## src/rtl/fxu_pkg.sv

```systemverilog
package fxu_pkg;
  localparam int unsigned OPC_W = 4;

  typedef enum logic [OPC_W-1:0] {
    OP_ADD   = 4'd0,
    OP_SUBF  = 4'd1,
    OP_ADDC  = 4'd2,
    OP_ADDM1 = 4'd3,
    OP_ADDZ  = 4'd4,
    OP_ADDSH = 4'd5,
    OP_EXTB  = 4'd6,
    OP_EXTH  = 4'd7,
    OP_EXTW  = 4'd8
  } fxu_op_e;

  typedef struct packed {
    logic so;
    logic ov;
    logic ov32;
    logic ca;
    logic ca32;
  } fxu_stat_t;
endpackage

```

## src/rtl/fxu_opsel.sv

```systemverilog
module fxu_opsel
  import fxu_pkg::*;
#(
  parameter int unsigned W     = 64,
  parameter int unsigned IMM_W = 16
) (
  input  fxu_op_e          op,
  input  logic [W-1:0]     a,
  input  logic [W-1:0]     b,
  input  logic [IMM_W-1:0] imm,
  input  logic             src_zero,
  input  logic             ca_in,
  output logic [W-1:0]     x,
  output logic [W-1:0]     y,
  output logic             cin,
  output logic             carry_wr,
  output logic             ov_cap,
  output logic             ext_sel,
  output logic [1:0]       ext_kind
);
  localparam int unsigned PAD_W = W - 2 * IMM_W;

  logic [W-1:0] imm_shifted;
  assign imm_shifted = {{PAD_W{imm[IMM_W-1]}}, imm, {IMM_W{1'b0}}};

  always_comb begin
    x        = '0;
    y        = '0;
    cin      = 1'b0;
    carry_wr = 1'b0;
    ov_cap   = 1'b0;
    ext_sel  = 1'b0;
    ext_kind = 2'd0;
    unique case (op)
      OP_ADD:   begin x = a;  y = b;  ov_cap = 1'b1; end
      OP_SUBF:  begin x = ~a; y = b;  cin = 1'b1; ov_cap = 1'b1; end
      OP_ADDC:  begin x = a;  y = b;  cin = ca_in; ov_cap = 1'b1; carry_wr = 1'b1; end
      OP_ADDM1: begin x = a;  y = '1; cin = ca_in; ov_cap = 1'b1; carry_wr = 1'b1; end
      OP_ADDZ:  begin x = a;  y = '0; cin = ca_in; ov_cap = 1'b1; carry_wr = 1'b1; end
      OP_ADDSH: begin x = src_zero ? '0 : a; y = imm_shifted; end
      OP_EXTB:  begin ext_sel = 1'b1; ext_kind = 2'd0; end
      OP_EXTH:  begin ext_sel = 1'b1; ext_kind = 2'd1; end
      OP_EXTW:  begin ext_sel = 1'b1; ext_kind = 2'd2; end
      default:  ;
    endcase
  end
endmodule

```

## src/rtl/fxu_adder.sv

```systemverilog
module fxu_adder #(
  parameter int unsigned W = 64
) (
  input  logic [W-1:0] x,
  input  logic [W-1:0] y,
  input  logic         cin,
  output logic [W-1:0] sum,
  output logic         co,
  output logic         co_half,
  output logic         ovf,
  output logic         ovf_half
);
  localparam int unsigned HALF = W / 2;

  logic [W:0]    full;
  logic [HALF:0] low;

  assign full = {1'b0, x} + {1'b0, y} + {{W{1'b0}}, cin};
  assign low  = {1'b0, x[HALF-1:0]} + {1'b0, y[HALF-1:0]} + {{HALF{1'b0}}, cin};

  assign sum      = full[W-1:0];
  assign co       = full[W];
  assign co_half  = low[HALF];
  assign ovf      = (x[W-1] == y[W-1]) && (full[W-1] != x[W-1]);
  assign ovf_half = (x[HALF-1] == y[HALF-1]) && (low[HALF-1] != x[HALF-1]);
endmodule

```

## src/rtl/fxu_sext.sv

```systemverilog
module fxu_sext #(
  parameter int unsigned W = 64
) (
  input  logic [W/2-1:0] lo,
  input  logic [1:0]     kind,
  output logic [W-1:0]   ext
);
  localparam int unsigned HALF = W / 2;
  localparam int unsigned NKIND = 3;

  logic [W-1:0] cand [NKIND];

  for (genvar k = 0; k < NKIND; k++) begin : g_kind
    localparam int unsigned SRC_W = (k == 2) ? HALF : (8 << k);
    assign cand[k] = {{(W-SRC_W){lo[SRC_W-1]}}, lo[SRC_W-1:0]};
  end

  always_comb begin
    ext = cand[0];
    if (kind == 2'd1) ext = cand[1];
    else if (kind == 2'd2) ext = cand[2];
  end
endmodule

```

## src/rtl/fxu_flags.sv

```systemverilog
module fxu_flags
  import fxu_pkg::*;
#(
  parameter int unsigned W = 64
) (
  input  logic [W-1:0] res,
  input  fxu_stat_t    stat_in,
  input  logic         carry_wr,
  input  logic         ov_cap,
  input  logic         oe,
  input  logic         rec,
  input  logic         co,
  input  logic         co_half,
  input  logic         ovf,
  input  logic         ovf_half,
  output fxu_stat_t    stat_out,
  output logic [3:0]   cr0,
  output logic         cr0_valid
);
  logic ov_wr;
  assign ov_wr = oe && ov_cap;

  always_comb begin
    stat_out = stat_in;
    if (carry_wr) begin
      stat_out.ca   = co;
      stat_out.ca32 = co_half;
    end
    if (ov_wr) begin
      stat_out.ov   = ovf;
      stat_out.ov32 = ovf_half;
      stat_out.so   = stat_in.so | ovf;
    end
  end

  logic neg, zero;
  assign neg  = res[W-1];
  assign zero = (res == '0);

  assign cr0_valid = rec;
  assign cr0 = rec ? {neg, !neg && !zero, zero, stat_out.so} : 4'b0000;
endmodule

```

## src/rtl/fxu_addsub.sv

```systemverilog
module fxu_addsub
  import fxu_pkg::*;
#(
  parameter int unsigned W     = 64,
  parameter int unsigned IMM_W = 16
) (
  input  logic             clk,
  input  logic             rst_n,
  input  logic             in_valid,
  output logic             in_ready,
  input  logic [3:0]       in_op,
  input  logic [W-1:0]     in_a,
  input  logic [W-1:0]     in_b,
  input  logic [IMM_W-1:0] in_imm,
  input  logic             in_src_zero,
  input  logic             in_rec,
  input  logic             in_oe,
  input  logic             in_so,
  input  logic             in_ov,
  input  logic             in_ov32,
  input  logic             in_ca,
  input  logic             in_ca32,
  output logic             out_valid,
  input  logic             out_ready,
  output logic [W-1:0]     out_res,
  output logic             out_so,
  output logic             out_ov,
  output logic             out_ov32,
  output logic             out_ca,
  output logic             out_ca32,
  output logic [3:0]       out_cr0,
  output logic             out_cr0_valid
);
  localparam int unsigned HALF = W / 2;

  fxu_op_e   op;
  fxu_stat_t stat_in, stat_nx, stat_q;
  logic [W-1:0] x, y, sum, ext, res_nx;
  logic cin, carry_wr, ov_cap, ext_sel;
  logic [1:0] ext_kind;
  logic co, co_half, ovf, ovf_half;
  logic [3:0] cr0_nx;
  logic cr0_valid_nx;
  logic take;

  assign op      = fxu_op_e'(in_op);
  assign stat_in = '{so: in_so, ov: in_ov, ov32: in_ov32, ca: in_ca, ca32: in_ca32};

  fxu_opsel #(.W(W), .IMM_W(IMM_W)) u_opsel (
    .op(op), .a(in_a), .b(in_b), .imm(in_imm), .src_zero(in_src_zero), .ca_in(in_ca),
    .x(x), .y(y), .cin(cin), .carry_wr(carry_wr), .ov_cap(ov_cap),
    .ext_sel(ext_sel), .ext_kind(ext_kind)
  );

  fxu_adder #(.W(W)) u_adder (
    .x(x), .y(y), .cin(cin), .sum(sum), .co(co), .co_half(co_half),
    .ovf(ovf), .ovf_half(ovf_half)
  );

  fxu_sext #(.W(W)) u_sext (
    .lo(in_a[HALF-1:0]), .kind(ext_kind), .ext(ext)
  );

  assign res_nx = ext_sel ? ext : sum;

  fxu_flags #(.W(W)) u_flags (
    .res(res_nx), .stat_in(stat_in), .carry_wr(carry_wr), .ov_cap(ov_cap),
    .oe(in_oe), .rec(in_rec), .co(co), .co_half(co_half), .ovf(ovf),
    .ovf_half(ovf_half), .stat_out(stat_nx), .cr0(cr0_nx), .cr0_valid(cr0_valid_nx)
  );

  assign in_ready = !out_valid || out_ready;
  assign take     = in_valid && in_ready;

  always_ff @(posedge clk) begin
    if (!rst_n) begin
      out_valid     <= 1'b0;
      out_res       <= '0;
      stat_q        <= '0;
      out_cr0       <= '0;
      out_cr0_valid <= 1'b0;
    end else begin
      if (take) begin
        out_valid     <= 1'b1;
        out_res       <= res_nx;
        stat_q        <= stat_nx;
        out_cr0       <= cr0_nx;
        out_cr0_valid <= cr0_valid_nx;
      end else if (out_ready) begin
        out_valid <= 1'b0;
      end
    end
  end

  assign out_so   = stat_q.so;
  assign out_ov   = stat_q.ov;
  assign out_ov32 = stat_q.ov32;
  assign out_ca   = stat_q.ca;
  assign out_ca32 = stat_q.ca32;
endmodule

```

## config.mk

```make
export PLATFORM = sky130hd
export DESIGN_NAME = fxu_addsub
export DESIGN_NICKNAME = d
export VERILOG_FILES = /design/src/rtl/fxu_pkg.sv /design/src/rtl/fxu_opsel.sv /design/src/rtl/fxu_adder.sv /design/src/rtl/fxu_sext.sv /design/src/rtl/fxu_flags.sv /design/src/rtl/fxu_addsub.sv
export SDC_FILE = /design/constraint.sdc
export NUM_CORES = 1
export LEC_CHECK = 0
export BUFFER_PORTS_ARGS = -buffer_cell sky130_fd_sc_hd__buf_4
export CORE_UTILIZATION = 51
export DETAILED_ROUTE_END_ITERATION = 10
export GPL_ROUTABILITY_DRIVEN = 0
export PLACE_DENSITY = 0.84
export SLEW_MARGIN = 15
export SYNTH_ARGS = -nofsm -noshare
export SYNTH_HDL_FRONTEND = slang
export SYNTH_SLANG_ARGS = --single-unit
```

## constraint.sdc

```tcl
create_clock -name clk -period 10 [get_ports clk]
set_clock_uncertainty 0.1 [all_clocks]
set_input_delay 0.5 -clock clk [delete_from_list [all_inputs] [get_ports clk]]
set_output_delay 0.5 -clock clk [all_outputs]
set_load 0.01 [all_outputs]
```

==> run_summary.xml, run 1 <==
<?xml version="1.0" encoding="UTF-8"?>
<metrics>
  <group name="sta">
    <metric name="report.final.setup_viol" unit="">0</metric>
    <metric name="timing.final.crit_share" unit="%">66.9</metric>
    <metric name="timing_max_transition_violations_final" unit="">0</metric>
    <metric name="worst_margin_pin_slew" unit="ns">1.01</metric>
    <metric name="max_clock_freq" unit="GHz">0.149</metric>
    <metric name="timing.max_slew.rel_slack" unit="%">32.2</metric>
    <metric name="tns" unit="ns">0</metric>
    <metric name="hold_slack" unit="ns">0.326</metric>
    <metric name="grt_setup_unrepaired" unit="">false</metric>
    <metric name="timing_hold_violations_final" unit="">0</metric>
    <metric name="period_needed" unit="ns">6.69</metric>
    <metric name="postLayoutSetupSlackWorst" unit="ns">3.31</metric>
  </group>
  <group name="cells_and_area">
    <metric name="n_antenna_cell" unit="">0</metric>
    <metric name="multi_input_area" unit="µm²">6740</metric>
    <metric name="flow.area_growth_from_synthesis" unit="%">24.8</metric>
    <metric name="post-route-cell-area" unit="µm²">10800</metric>
    <metric name="post_route_cells_drive_above_1_share" unit="%">19.1</metric>
    <metric name="final.fill_count" unit="">1471</metric>
    <metric name="fin_nets" unit="">1702</metric>
    <metric name="sequential_cell_area" unit="µm²">1500</metric>
  </group>
  <group name="synth">
    <metric name="ys_top_cells_by_area" unit="">sky130_fd_sc_hd__dfxtp_1 17%, sky130_fd_sc_hd__a21oi_1 9.7%, sky130_fd_sc_hd__ha_1 9.1%, sky130_fd_sc_hd__o21ai_0 8.4%, sky130_fd_sc_hd__nand2_1 7.7%</metric>
    <metric name="synth_area_leader_cell" unit="">sky130_fd_sc_hd__dfxtp_1</metric>
    <metric name="netlist_area" unit="µm²">8630</metric>
    <metric name="yosys.cell_types.count" unit="">73</metric>
    <metric name="dominantRegCellSynth" unit="">sky130_fd_sc_hd__dfxtp_1</metric>
    <metric name="number_of_enable_type_register_cells_in_the_synthesized_netlist" unit="">0</metric>
    <metric name="ys_seq_area_share" unit="%">17.4</metric>
    <metric name="synth_largest_type_area_fraction" unit="%">17.4</metric>
    <metric name="post-synth-top-count-cell" unit="">sky130_fd_sc_hd__nand2_1</metric>
    <metric name="synthesis.yosys.warnings" unit="">0</metric>
    <metric name="synth_seq_cells" unit="">75</metric>
    <metric name="gate_count_of_the_mapped_netlist" unit="">1302</metric>
    <metric name="mappedNetlistNets" unit="">1527</metric>
    <metric name="synth.avg_cell_area" unit="µm²">6.63</metric>
    <metric name="synth_async_sr_flop_share" unit="%">0</metric>
    <metric name="post_synth_most_frequent_cells" unit="">176 x sky130_fd_sc_hd__nand2_1, 167 x sky130_fd_sc_hd__a21oi_1, 162 x sky130_fd_sc_hd__nor2_1</metric>
  </group>
  <group name="placement">
    <metric name="dpl_cell_area" unit="µm²">10500</metric>
    <metric name="dp_worst_setup_slack" unit="ns">3.19</metric>
    <metric name="hpwl" unit="µm">24900</metric>
    <metric name="numPortBuffers" unit="">235</metric>
  </group>
  <group name="job">
    <metric name="drv.max_cap_violation_count" unit="">0</metric>
  </group>
  <group name="clock_tree">
    <metric name="ctsHoldBuffers" unit="">0</metric>
    <metric name="clock_insertion_delay_worst_skew" unit="ns">0.33</metric>
    <metric name="clk_pin_slew_worst_paths" unit="ns">0.06</metric>
    <metric name="postCtsSetupBuffers" unit="">0</metric>
    <metric name="cts_made_buffers" unit="">9</metric>
    <metric name="cts_tree" unit="">yes</metric>
    <metric name="tritoncts_num_sinks" unit="">75</metric>
    <metric name="clock_tree.buffer_depth" unit="">2</metric>
    <metric name="cts.root.buffer_cell" unit="">sky130_fd_sc_hd__clkbuf_16</metric>
    <metric name="h-tree-depth" unit="">3</metric>
    <metric name="cts_repair_resize_count" unit="">0</metric>
  </group>
  <group name="critical_path">
    <metric name="crit_arrival" unit="ns">6.87</metric>
    <metric name="timing.rr.start" unit="">out_valid$_SDFFE_PN0P_</metric>
    <metric name="critPathMaxFanout" unit="">65</metric>
    <metric name="rrSetupSlack" unit="ns">7.40</metric>
    <metric name="worstReg2RegEnd" unit="">out_res[35]$_SDFFE_PN0P_</metric>
    <metric name="r2r.worst_path.cells" unit="">6</metric>
    <metric name="cp_data_required_time" unit="ns">10.18</metric>
    <metric name="cp-end-kind" unit="">flop</metric>
    <metric name="critical_path_start_type" unit="">primary input</metric>
    <metric name="criticalPathCategory" unit="">primary input to flop</metric>
  </group>
  <group name="power">
    <metric name="power.static_leakage" unit="µW">0.00496</metric>
    <metric name="total_power" unit="µW">1160</metric>
    <metric name="powerDensity" unit="nW/µm²">108</metric>
    <metric name="vdd_ir_drop_max" unit="mV">0.109</metric>
  </group>
  <group name="global_route">
    <metric name="maximum_number_of_pins_on_one_net_before_global_route_repair" unit="">77</metric>
    <metric name="global_route.overflow_total" unit="">0</metric>
    <metric name="grt_first_pass_wirelength" unit="µm">50800</metric>
    <metric name="grt_util_all_layers" unit="%">35.7</metric>
    <metric name="first_global_vias" unit="">9680</metric>
    <metric name="antenna_found_initial" unit="">0</metric>
  </group>
  <group name="route">
    <metric name="detailed_route_vias_per_instance" unit="">6.47</metric>
    <metric name="finalWirelength" unit="µm">31900</metric>
    <metric name="remaining_drc_errors" unit="">0</metric>
    <metric name="detail_route.first_pass.iterations" unit="">6</metric>
    <metric name="initialDrtViolationCount" unit="">1252</metric>
    <metric name="ant_nets" unit="">0</metric>
    <metric name="num_vias" unit="">11000</metric>
    <metric name="post_drt_wl_per_cell" unit="µm">18.8</metric>
  </group>
  <group name="floorplanning">
    <metric name="io-pin-count" unit="">236</metric>
    <metric name="die_height" unit="µm">132</metric>
    <metric name="die_w" unit="µm">132</metric>
    <metric name="start_util" unit="%">52.2</metric>
    <metric name="placement_rows" unit="">47</metric>
    <metric name="core-area" unit="µm²">16500</metric>
    <metric name="total_die_area" unit="µm²">17400</metric>
  </group>
  <group name="worst_hold_path">
    <metric name="hold_path_class" unit="">primary input to flop</metric>
    <metric name="whs_endpoint" unit="">out_valid$_SDFFE_PN0P_</metric>
    <metric name="min-delay-start" unit="">in_valid</metric>
    <metric name="holdPathStages" unit="">3</metric>
  </group>
  <group name="status">
    <metric name="outcome" unit="">completed</metric>
  </group>
</metrics>
power breakdown:
part           total (µW)  internal [µW]  switching, µW
Clock                 347            229            117
Sequential            342            324           17.7
Combinational         473            193            280
Total                1160            746            415
worst max-delay path by stage:
stage / startpoint / to / depth (start not counted)
CTS: in_op[3] / out_cr0[1]$_SDFFE_PN0P_ / 20
global placement: in_op[2] / out_cr0[1]$_SDFFE_PN0P_ / 23
global route: in_op[3] / out_cr0[1]$_SDFFE_PN0P_ / 20
finish: in_op[3] / out_cr0[1]$_SDFFE_PN0P_ / 20
detailed placement: in_op[3] / out_cr0[1]$_SDFFE_PN0P_ / 20
floorplan: in_op[2] / out_cr0[1]$_SDFFE_PN0P_ / 22
per-layer routing:
| metal | track usage (%) | vias up | part of all wire [%] |
|---|---|---|---|
| met1 | 48.1 | 4942 | 40 |
| met2 | 55.0 | 794 | 43 |
| met5 | 0 | - | 0 |
| met3 | 6.92 | 133 | 12 |
| li1 | - | 5122 | - |
| met4 | 15.7 | 0 | 4.5 |
state kept, by name (all words and copies together) (netlist names):
| name | flops |
|---|---|
| out_valid | 1 |
| out_ca32 | 1 |
| out_so | 1 |
| out_ov | 1 |
| out_cr0_valid | 1 |
| out_ov32 | 1 |
| out_res | 64 |
| out_ca | 1 |
| out_cr0 | 4 |
stage by stage:
step                instances  util, %
floorplan                1302        -
global placement         1686     63.2
detailed placement       1686     63.2
CTS                      1700     65.2
global route             1700     65.2
finish                   1700     65.2
cells in the final DEF, fill, tap and decap left out, types with 9 or more instances in the layout:
cell type and count:
sky130_fd_sc_hd__o21ai_0 144, sky130_fd_sc_hd__o21bai_1 17, sky130_fd_sc_hd__nand4_1 23, sky130_fd_sc_hd__o22ai_1 16, sky130_fd_sc_hd__o211ai_1 13, sky130_fd_sc_hd__a211oi_1 22, sky130_fd_sc_hd__nor3_1 15, sky130_fd_sc_hd__xnor2_1 32
sky130_fd_sc_hd__o221ai_1 9, sky130_fd_sc_hd__buf_4 247, sky130_fd_sc_hd__nor2_1 161, sky130_fd_sc_hd__o21a_1 23, sky130_fd_sc_hd__nand2_1 176, sky130_fd_sc_hd__ha_1 63, sky130_fd_sc_hd__o31ai_1 9, sky130_fd_sc_hd__inv_1 17
sky130_fd_sc_hd__nand3_1 20, sky130_fd_sc_hd__xor2_1 21, sky130_fd_sc_hd__clkbuf_16 9, sky130_fd_sc_hd__a21oi_1 167, sky130_fd_sc_hd__dfxtp_1 75, sky130_fd_sc_hd__or3_1 9, sky130_fd_sc_hd__a21o_1 66
layout make-up:
class / instances / area share (%)
inverter: 20 / 0.697
clock buffer: 12 / 2.38
clock inverter: 2 / 0.558
sequential: 75 / 13.9
multi-input combinational: 1124 / 62.6
timing repair buffer: 247 / 17.2
tap: 220 / 2.56
worst max-delay path, cell delays in order:
cell and delay [ns]:
sky130_fd_sc_hd__buf_4 0.20, sky130_fd_sc_hd__nor2_1 0.79, sky130_fd_sc_hd__nand3_1 0.15, sky130_fd_sc_hd__buf_4 0.34
sky130_fd_sc_hd__o21ai_0 0.35, sky130_fd_sc_hd__fa_1 0.28, sky130_fd_sc_hd__fa_1 0.24, sky130_fd_sc_hd__a21o_1 0.16
sky130_fd_sc_hd__nand4_1 0.14, sky130_fd_sc_hd__a211oi_1 0.39, sky130_fd_sc_hd__a21oi_1 0.25, sky130_fd_sc_hd__o31ai_1 0.56
sky130_fd_sc_hd__a21oi_1 0.24, sky130_fd_sc_hd__o31ai_1 0.38, sky130_fd_sc_hd__a21oi_1 0.15, sky130_fd_sc_hd__mux2i_1 0.18
sky130_fd_sc_hd__or4_1 0.52, sky130_fd_sc_hd__or4_1 0.55, sky130_fd_sc_hd__nor4_2 0.28, sky130_fd_sc_hd__a41o_1 0.21
cell families after synthesis:
family,share of synthesized area [%]
buffers and inverters,4.65
XOR/XNOR,5.38
flip-flops,17.4
multiplexers,0.493
AO/OA/AOI/OAI,38.9
adder cells (fa/ha/maj),9.60
AND/OR/NAND/NOR,23.6
Power figures use the tool's default switching activity.
==> run 2, diff against run 1 <==
--- a/config.mk
+++ b/config.mk
@@ -5,11 +5,12 @@
 export SDC_FILE = /design/constraint.sdc
 export NUM_CORES = 1
 export LEC_CHECK = 0
+export ABC_AREA = 1
 export BUFFER_PORTS_ARGS = -buffer_cell sky130_fd_sc_hd__buf_4
 export CORE_UTILIZATION = 51
 export DETAILED_ROUTE_END_ITERATION = 10
 export GPL_ROUTABILITY_DRIVEN = 0
-export PLACE_DENSITY = 0.84
+export PLACE_DENSITY = 0.81
 export SLEW_MARGIN = 15
 export SYNTH_ARGS = -nofsm -noshare
 export SYNTH_HDL_FRONTEND = slang
==> constraint.sdc (replaced) <==
create_clock -name clk -period 6.9 [get_ports clk]
set_clock_uncertainty 0.1 [all_clocks]
set_input_delay 0.345 -clock clk [delete_from_list [all_inputs] [get_ports clk]]
set_output_delay 0.345 -clock clk [all_outputs]
set_load 0.01 [all_outputs]
==> run 2 against run 1 <==
Against the previous run:
- global-route usage rose by 0.39 points
- worst setup slack got worse by 1.6 ns
- via count rose by 36%
- power rose by 40%
- register-to-register slack got worse by 3.9 ns
- largest cell class unchanged
- sequential cell count did not move
- utilization fell by 3.5 points
- largest power group unchanged
- first-iteration DRC count rose by 46%
==> run_summary.xml, run 2 <==
<?xml version="1.0" encoding="UTF-8"?>
<metrics>
  <group name="worst_hold_path">
    <metric name="holdPathStages" unit="">3</metric>
    <metric name="min-delay-start" unit="">in_ov</metric>
    <metric name="whs_endpoint" unit="">out_ov$_SDFFE_PN0P_</metric>
    <metric name="hold_path_class" unit="">primary input to flop</metric>
  </group>
  <group name="floorplanning">
    <metric name="die_w" unit="µm">151</metric>
    <metric name="start_util" unit="%">51.8</metric>
    <metric name="io-pin-count" unit="">236</metric>
    <metric name="total_die_area" unit="µm²">22700</metric>
    <metric name="placement_rows" unit="">54</metric>
    <metric name="core-area" unit="µm²">21800</metric>
    <metric name="die_height" unit="µm">151</metric>
  </group>
  <group name="synth">
    <metric name="ys_top_cells_by_area" unit="">sky130_fd_sc_hd__nand2_1 28%, sky130_fd_sc_hd__inv_1 14%, sky130_fd_sc_hd__dfxtp_1 13%, sky130_fd_sc_hd__o21ai_0 7.5%, sky130_fd_sc_hd__ha_1 7.0%</metric>
    <metric name="number_of_enable_type_register_cells_in_the_synthesized_netlist" unit="">0</metric>
    <metric name="post-synth-top-count-cell" unit="">sky130_fd_sc_hd__nand2_1</metric>
    <metric name="synth_area_leader_cell" unit="">sky130_fd_sc_hd__nand2_1</metric>
    <metric name="dominantRegCellSynth" unit="">sky130_fd_sc_hd__dfxtp_1</metric>
    <metric name="netlist_area" unit="µm²">11300</metric>
    <metric name="yosys.cell_types.count" unit="">47</metric>
    <metric name="mappedNetlistNets" unit="">2454</metric>
    <metric name="synth.avg_cell_area" unit="µm²">5.05</metric>
    <metric name="synth_largest_type_area_fraction" unit="%">27.6</metric>
    <metric name="post_synth_most_frequent_cells" unit="">827 x sky130_fd_sc_hd__nand2_1, 418 x sky130_fd_sc_hd__inv_1, 175 x sky130_fd_sc_hd__nor2_1</metric>
    <metric name="gate_count_of_the_mapped_netlist" unit="">2229</metric>
    <metric name="synth_seq_cells" unit="">75</metric>
    <metric name="synth_async_sr_flop_share" unit="%">0</metric>
    <metric name="synthesis.yosys.warnings" unit="">0</metric>
    <metric name="ys_seq_area_share" unit="%">13.3</metric>
  </group>
  <group name="cells_and_area">
    <metric name="largest_reg_flops" unit="">64</metric>
    <metric name="commonest_cells_after_routing_fill_and_taps_aside" unit="">827 x sky130_fd_sc_hd__nand2_1, 418 x sky130_fd_sc_hd__inv_1, 241 x sky130_fd_sc_hd__buf_4</metric>
    <metric name="largest-register" unit="">out_res</metric>
    <metric name="fin_nets" unit="">2637</metric>
    <metric name="largest_registers" unit="">out_res (64), out_cr0 (4)</metric>
    <metric name="final.fill_count" unit="">2237</metric>
    <metric name="n_antenna_cell" unit="">0</metric>
    <metric name="layout_commonest_cell" unit="">sky130_fd_sc_hd__nand2_1</metric>
    <metric name="flow.area_growth_from_synthesis" unit="%">19.0</metric>
    <metric name="post_route_cells_drive_above_1_share" unit="%">11.8</metric>
  </group>
  <group name="clock_tree">
    <metric name="cts_tree" unit="">yes</metric>
    <metric name="ctsHoldBuffers" unit="">0</metric>
    <metric name="tritoncts_num_sinks" unit="">75</metric>
    <metric name="cts_repair_resize_count" unit="">0</metric>
    <metric name="h-tree-depth" unit="">3</metric>
    <metric name="cts_made_buffers" unit="">9</metric>
    <metric name="cts.root.buffer_cell" unit="">sky130_fd_sc_hd__clkbuf_16</metric>
    <metric name="clk_pin_slew_worst_paths" unit="ns">0.06</metric>
    <metric name="postCtsSetupBuffers" unit="">0</metric>
    <metric name="clock_tree.buffer_depth" unit="">2</metric>
    <metric name="clock_insertion_delay_worst_skew" unit="ns">0.33</metric>
  </group>
  <group name="sta">
    <metric name="worst_margin_pin_slew" unit="ns">1.14</metric>
    <metric name="timing_max_transition_violations_final" unit="">0</metric>
    <metric name="tns" unit="ns">0</metric>
    <metric name="period_needed" unit="ns">5.24</metric>
    <metric name="max_clock_freq" unit="GHz">0.191</metric>
    <metric name="timing.final.crit_share" unit="%">75.9</metric>
    <metric name="postLayoutSetupSlackWorst" unit="ns">1.66</metric>
    <metric name="report.final.setup_viol" unit="">0</metric>
    <metric name="grt_setup_unrepaired" unit="">false</metric>
    <metric name="timing.max_slew.rel_slack" unit="%">23.9</metric>
    <metric name="timing_hold_violations_final" unit="">0</metric>
  </group>
  <group name="power">
    <metric name="total_power" unit="µW">1630</metric>
    <metric name="powerDensity" unit="nW/µm²">121</metric>
    <metric name="vdd_ir_drop_max" unit="mV">0.128</metric>
    <metric name="power.static_leakage" unit="µW">0.00811</metric>
  </group>
  <group name="critical_path">
    <metric name="cp_data_required_time" unit="ns">6.98</metric>
    <metric name="criticalPathCategory" unit="">primary input to flop</metric>
    <metric name="rrSetupSlack" unit="ns">3.50</metric>
    <metric name="timing.critical_path.slowest_stage_cell" unit="">sky130_fd_sc_hd__inv_2</metric>
    <metric name="crit_arrival" unit="ns">5.32</metric>
    <metric name="r2r.worst_path.cells" unit="">8</metric>
    <metric name="cp_num_buf_inv" unit="">5</metric>
    <metric name="cp_dominant_cell_by_count" unit="">sky130_fd_sc_hd__nand2_1</metric>
    <metric name="cp-end-kind" unit="">flop</metric>
    <metric name="timing.rr.start" unit="">out_valid$_SDFFE_PN0P_</metric>
    <metric name="critical_path_start_type" unit="">primary input</metric>
    <metric name="cpLargestDelayFamily" unit="">simple AND/OR/NAND/NOR gates</metric>
    <metric name="worstReg2RegEnd" unit="">out_cr0[1]$_SDFFE_PN0P_</metric>
    <metric name="critPathMaxFanout" unit="">64</metric>
    <metric name="critPathMaxStageDelay" unit="ns">0.72</metric>
  </group>
  <group name="placement">
    <metric name="hpwl" unit="µm">34000</metric>
    <metric name="dp_worst_setup_slack" unit="ns">1.38</metric>
    <metric name="numPortBuffers" unit="">235</metric>
  </group>
  <group name="global_route">
    <metric name="global_route.overflow_total" unit="">0</metric>
    <metric name="grt_util_met3" unit="%">7.85</metric>
    <metric name="antenna_found_initial" unit="">0</metric>
    <metric name="top_usage_layer" unit="">met2</metric>
    <metric name="gr-usage-met1" unit="%">49.6</metric>
    <metric name="maximum_number_of_pins_on_one_net_before_global_route_repair" unit="">65</metric>
    <metric name="grt_first_pass_wirelength" unit="µm">64400</metric>
    <metric name="groute.layer.met2.usage" unit="%">55.0</metric>
    <metric name="grt_util_all_layers" unit="%">36.1</metric>
    <metric name="first_global_vias" unit="">13000</metric>
  </group>
  <group name="route">
    <metric name="finalWirelength" unit="µm">41800</metric>
    <metric name="initialDrtViolationCount" unit="">1824</metric>
    <metric name="ant_nets" unit="">0</metric>
    <metric name="detail_route.first_pass.iterations" unit="">7</metric>
    <metric name="post_drt_wl_per_cell" unit="µm">15.5</metric>
    <metric name="num_vias" unit="">14900</metric>
    <metric name="detailed_route_vias_per_instance" unit="">5.54</metric>
    <metric name="remaining_drc_errors" unit="">0</metric>
  </group>
  <group name="status">
    <metric name="outcome" unit="">completed</metric>
  </group>
  <group name="job">
    <metric name="drv.max_cap_violation_count" unit="">0</metric>
  </group>
</metrics>
-- run 2: where the power goes --
part           switching [µW]  total [µW]  leakage (µW)  internal (µW)
sequential               24.8         496      0.000621            471
combinational             439         705       0.00737            266
clock                     175         425      0.000124            250
total                     639        1630       0.00811            988
-- run 2: worst max path at each step --
| stage | depth (start not counted) | start | endpoint | slack, ns |
|---|---|---|---|---|
| 3_3_place_gp | 29 | in_op[1] | out_cr0[2]$_SDFFE_PN0P_ | 1.55 |
| 5_1_grt | 29 | in_op[1] | out_cr0[2]$_SDFFE_PN0P_ | 1.33 |
| 4_1_cts | 29 | in_op[1] | out_cr0[2]$_SDFFE_PN0P_ | 1.72 |
| 2_1_floorplan | 26 | in_op[1] | out_cr0[2]$_SDFFE_PN0P_ | 3.15 |
| 3_5_place_dp | 29 | in_op[1] | out_cr0[2]$_SDFFE_PN0P_ | 1.38 |
| 6_report | 29 | in_op[1] | out_cr0[2]$_SDFFE_PN0P_ | 1.66 |
-- run 2: tightest hold or removal path: cells and delay by family --
kind            cells  cell delay (ns)
buf+inv             1             0.08
compound gates      2             0.18
-- run 2: through the flow --
step / util [%] / instances / cell area (µm²) / hold slack, ns
2_1_floorplan: - / 2229 / 11300 / 0.383
3_3_place_gp: 60.4 / 2681 / 13100 / 0.354
3_5_place_dp: 60.4 / 2681 / 13100 / 0.364
4_1_cts: 61.6 / 2696 / 13400 / 0.203
5_1_grt: 61.6 / 2696 / 13400 / 0.231
6_report: 61.6 / 2696 / 13400 / 0.213
-- run 2: logic make-up (layout without fill, tap and decap cells) --
group | Yosys count | after routing | synth area share, %
AOI/OAI and AO/OA | 383 | 383 | 18.2
xor gates and xnor gates | 10 | 10 | 0.778
adders and majority gates | 65 | 65 | 7.35
buffers and inverters | 496 | 683 | 17.0
DFF | 75 | 75 | 13.3
muxes | 1 | 1 | 0.0889
and+or+nand+nor | 1199 | 1199 | 43.3
-- run 2: layout make-up --
cell class	count	area (µm²)	share of cell area, %
Multi-Input combinational cell	1658	7870	58.7
Timing Repair Buffer	241	1810	13.5
Inverter	427	1610	12.0
Sequential cell	75	1500	11.2
Tap cell	280	350	2.61
Clock buffer	11	243	1.81
Clock inverter	4	27.5	0.205
-- run 2: metal layers --
metal	vias up	part of all wire, %
met5	-	0
met4	0	3.2
met3	120	14
met2	957	41
met1	6531	42
li1	7332	-
==> run 3, diff against run 2 <==
--- a/config.mk
+++ b/config.mk
@@ -5,12 +5,12 @@
 export SDC_FILE = /design/constraint.sdc
 export NUM_CORES = 1
 export LEC_CHECK = 0
-export ABC_AREA = 1
+export ABC_AREA = 0
 export BUFFER_PORTS_ARGS = -buffer_cell sky130_fd_sc_hd__buf_4
 export CORE_UTILIZATION = 51
 export DETAILED_ROUTE_END_ITERATION = 10
 export GPL_ROUTABILITY_DRIVEN = 0
-export PLACE_DENSITY = 0.81
+export PLACE_DENSITY = 0.84
 export SLEW_MARGIN = 15
 export SYNTH_ARGS = -nofsm -noshare
 export SYNTH_HDL_FRONTEND = slang
==> constraint.sdc (replaced) <==
create_clock -name clk -period 5.09 [get_ports clk]
set_clock_uncertainty 0.1 [all_clocks]
set_input_delay 0.2545 -clock clk [delete_from_list [all_inputs] [get_ports clk]]
set_output_delay 0.2545 -clock clk [all_outputs]
set_load 0.01 [all_outputs]
==> run 3 against run 2 <==
Against the previous run:
- routed wire length is 9.2% lower
- clock power rose by 61%
- power is 56% higher
- highest routed layer unchanged
- die area decreased by 23%
- count of clock-buffer cells in the layout is the same
- utilization increased by 15 points
- the run now ends with setup timing left
- combinational power grew 69%
- first-iteration DRC count is 4.9% higher
- critical path type unchanged
- sequential share of layout area increased by 0.62 points
- sequential power rose by 35%
- non-clock buffer count grew 209
==> run_summary.xml, run 3 (synthesis results as in run 1) <==
<?xml version="1.0" encoding="UTF-8"?>
<metrics>
  <group name="status">
    <metric name="outcome" unit="">finished, violations left</metric>
    <metric name="violations_in_the_final_reports" unit="">setup timing</metric>
  </group>
  <group name="floorplanning">
    <metric name="die_w" unit="µm">132</metric>
    <metric name="core-area" unit="µm²">16500</metric>
    <metric name="total_die_area" unit="µm²">17400</metric>
    <metric name="die_height" unit="µm">132</metric>
    <metric name="placement_rows" unit="">47</metric>
    <metric name="io-pin-count" unit="">236</metric>
    <metric name="start_util" unit="%">52.2</metric>
  </group>
  <group name="critical_path">
    <metric name="timing.critical_path.slowest_stage_cell" unit="">sky130_fd_sc_hd__or4_4</metric>
    <metric name="cp_dominant_cell_by_count" unit="">sky130_fd_sc_hd__buf_4</metric>
    <metric name="crit_chain" unit="">buf_4 -&gt; buf_4 -&gt; nor2_4 -&gt; nand3_2 -&gt; buf_4 -&gt; o21ai_0 -&gt; ha_1 -&gt; a21o_1 -&gt; nand4_1 -&gt; a211oi_4 -&gt; buf_4 -&gt; buf_4 -&gt; or3_1 -&gt; a31oi_4 -&gt; and3_1 -&gt; o2111ai_2 -&gt; nor4b_2 -&gt; nand4_1 -&gt; or4_1 -&gt; or4_4 -&gt; nor4_4 -&gt; a41o_1</metric>
    <metric name="critical_path_start_type" unit="">primary input</metric>
    <metric name="rrSetupSlack" unit="ns">2.99</metric>
    <metric name="cpLargestDelayFamily" unit="">simple AND/OR/NAND/NOR gates</metric>
    <metric name="critPathMaxFanout" unit="">11</metric>
    <metric name="cp_data_required_time" unit="ns">5.28</metric>
    <metric name="criticalPathCategory" unit="">primary input to flop</metric>
    <metric name="crit_arrival" unit="ns">5.46</metric>
    <metric name="cp_num_buf_inv" unit="">5</metric>
    <metric name="critPathMaxStageDelay" unit="ns">0.52</metric>
    <metric name="cp-end-kind" unit="">flop</metric>
  </group>
  <group name="route">
    <metric name="detail_route.first_pass.iterations" unit="">6</metric>
    <metric name="detailed_route_vias_per_instance" unit="">6.46</metric>
    <metric name="num_vias" unit="">12300</metric>
    <metric name="remaining_drc_errors" unit="">0</metric>
    <metric name="finalWirelength" unit="µm">37900</metric>
    <metric name="ant_nets" unit="">0</metric>
    <metric name="post_drt_wl_per_cell" unit="µm">19.9</metric>
    <metric name="initialDrtViolationCount" unit="">1913</metric>
  </group>
  <group name="cells_and_area">
    <metric name="fin_nets" unit="">1905</metric>
    <metric name="post_route_cells_drive_above_1_share" unit="%">32.2</metric>
    <metric name="flow.area_growth_from_synthesis" unit="%">47.2</metric>
    <metric name="largest_reg_flops" unit="">64</metric>
    <metric name="n_antenna_cell" unit="">0</metric>
    <metric name="multi_input_area" unit="µm²">7060</metric>
    <metric name="finalNonFillerCells" unit="">1905</metric>
    <metric name="largest_registers" unit="">out_res (64), out_cr0 (4)</metric>
    <metric name="sequential_cell_area" unit="µm²">1500</metric>
    <metric name="commonest_cells_after_routing_fill_and_taps_aside" unit="">440 x sky130_fd_sc_hd__buf_4, 174 x sky130_fd_sc_hd__nand2_1, 158 x sky130_fd_sc_hd__nor2_1</metric>
    <metric name="layout_commonest_cell" unit="">sky130_fd_sc_hd__buf_4</metric>
    <metric name="post-route-cell-area" unit="µm²">12700</metric>
    <metric name="final.fill_count" unit="">1172</metric>
    <metric name="largest-register" unit="">out_res</metric>
  </group>
  <group name="placement">
    <metric name="dpl_cell_area" unit="µm²">11900</metric>
    <metric name="dp_worst_setup_slack" unit="ns">-0.596</metric>
    <metric name="dp.cells" unit="">1875</metric>
    <metric name="hpwl" unit="µm">27800</metric>
    <metric name="numPortBuffers" unit="">235</metric>
  </group>
  <group name="sta">
    <metric name="timing.max_slew.rel_slack" unit="%">31.8</metric>
    <metric name="worst_margin_pin_slew" unit="ns">1.02</metric>
    <metric name="postLayoutSetupSlackWorst" unit="ns">-0.175</metric>
    <metric name="period_needed" unit="ns">5.26</metric>
    <metric name="hold_slack" unit="ns">0.0667</metric>
    <metric name="timing.final.crit_share" unit="%">103</metric>
    <metric name="report.final.setup_viol" unit="">2</metric>
    <metric name="max_clock_freq" unit="GHz">0.190</metric>
    <metric name="timing_max_transition_violations_final" unit="">0</metric>
    <metric name="timing_hold_violations_final" unit="">0</metric>
  </group>
  <group name="clock_tree">
    <metric name="cts.root.buffer_cell" unit="">sky130_fd_sc_hd__clkbuf_16</metric>
    <metric name="cts_tree" unit="">yes</metric>
    <metric name="tritoncts_num_sinks" unit="">75</metric>
    <metric name="h-tree-depth" unit="">3</metric>
    <metric name="ctsHoldBuffers" unit="">0</metric>
    <metric name="cts_made_buffers" unit="">9</metric>
    <metric name="clk_pin_slew_worst_paths" unit="ns">0.06</metric>
    <metric name="clock_insertion_delay_worst_skew" unit="ns">0.34</metric>
    <metric name="clock_tree.buffer_depth" unit="">2</metric>
  </group>
  <group name="power">
    <metric name="power.static_leakage" unit="µW">0.00604</metric>
    <metric name="vdd_ir_drop_max" unit="mV">0.228</metric>
    <metric name="total_power" unit="µW">2540</metric>
    <metric name="powerDensity" unit="nW/µm²">200</metric>
  </group>
  <group name="global_route">
    <metric name="grt_util_all_layers" unit="%">39.6</metric>
    <metric name="global_route.overflow_total" unit="">0</metric>
    <metric name="grt_first_pass_wirelength" unit="µm">55600</metric>
    <metric name="antenna_found_initial" unit="">0</metric>
    <metric name="first_global_vias" unit="">10900</metric>
    <metric name="maximum_number_of_pins_on_one_net_before_global_route_repair" unit="">76</metric>
  </group>
  <group name="worst_hold_path">
    <metric name="hold_path_class" unit="">primary input to flop</metric>
  </group>
  <group name="job">
    <metric name="drv.max_cap_violation_count" unit="">0</metric>
  </group>
</metrics>
[run 3: cell count changes in the layout (fill, tap and decap cells not counted), moves of 35 or more]
cell and delta:
sky130_fd_sc_hd__buf_4 +199, sky130_fd_sc_hd__nand2_1 -653, sky130_fd_sc_hd__inv_1 -402, sky130_fd_sc_hd__o21ai_0 -35
sky130_fd_sc_hd__nand3_1 -106, sky130_fd_sc_hd__a31oi_1 -35, sky130_fd_sc_hd__a21o_1 +65
[run 3: cell type report]
cell class / count / area share (%)
inverter: 20 / 0.650
sequential: 75 / 11.8
timing repair buffer: 450 / 27.3
clock inverter: 5 / 0.473
tap: 220 / 2.17
clock buffer: 11 / 1.99
multi-input combinational: 1124 / 55.6
[run 3: path summary, 6_finish.rpt]
check | from | to | cells after the start
max | in_op[2] | out_cr0[1]$_SDFFE_PN0P_ | 22
min | in_valid | out_valid$_SDFFE_PN0P_ | 3
max reg2reg | out_valid$_SDFFE_PN0P_ | out_res[49]$_SDFFE_PN0P_ | 7
min reg2reg | out_res[22]$_SDFFE_PN0P_ | out_res[22]$_SDFFE_PN0P_ | 2
[run 3: worst register-to-register path: stages, from the launching register on]
cell                       delay, ns
sky130_fd_sc_hd__dfxtp_1        0.31
sky130_fd_sc_hd__nand2b_1       0.12
sky130_fd_sc_hd__nand2_1        0.07
sky130_fd_sc_hd__buf_4          0.27
sky130_fd_sc_hd__a21oi_1        0.59
sky130_fd_sc_hd__o21ai_0        0.28
sky130_fd_sc_hd__o21ai_0        0.15
sky130_fd_sc_hd__nor2_1         0.06
[run 3: where the power goes]
group	switching, µW	internal [µW]	leakage [µW]
combinational	650	536	0.00527
clock	275	408	0.000152
sequential	33.3	637	0.000619
[run 3: layer usage]
layer  vias up  wire, µm  global-route usage (%)
li1       5524         -                       -
met1      5541     14200                    53.3
met2      1037     16100                    60.9
met3       201      5540                    7.77
met4         0      2080                    17.8
met5         -         0                       0
[run 3: timing repair]
| item | in CTS | in global routing |
|---|---|---|
| cloned | 0 | 1 |
| setup buffers | 1 | 12 |
| resized for setup | 4 | 77 |
| setup endpoints to repair | 2 | 7 |
| pin swaps | 1 | 31 |
[run 3: stage by stage]
step,utilization (%),setup TNS [ns]
floorplan,-,0
global placement,72.1,-0.747
detailed placement,72.1,-1.27
CTS,74.1,0
global route,76.9,-0.901
finish,76.9,-0.342
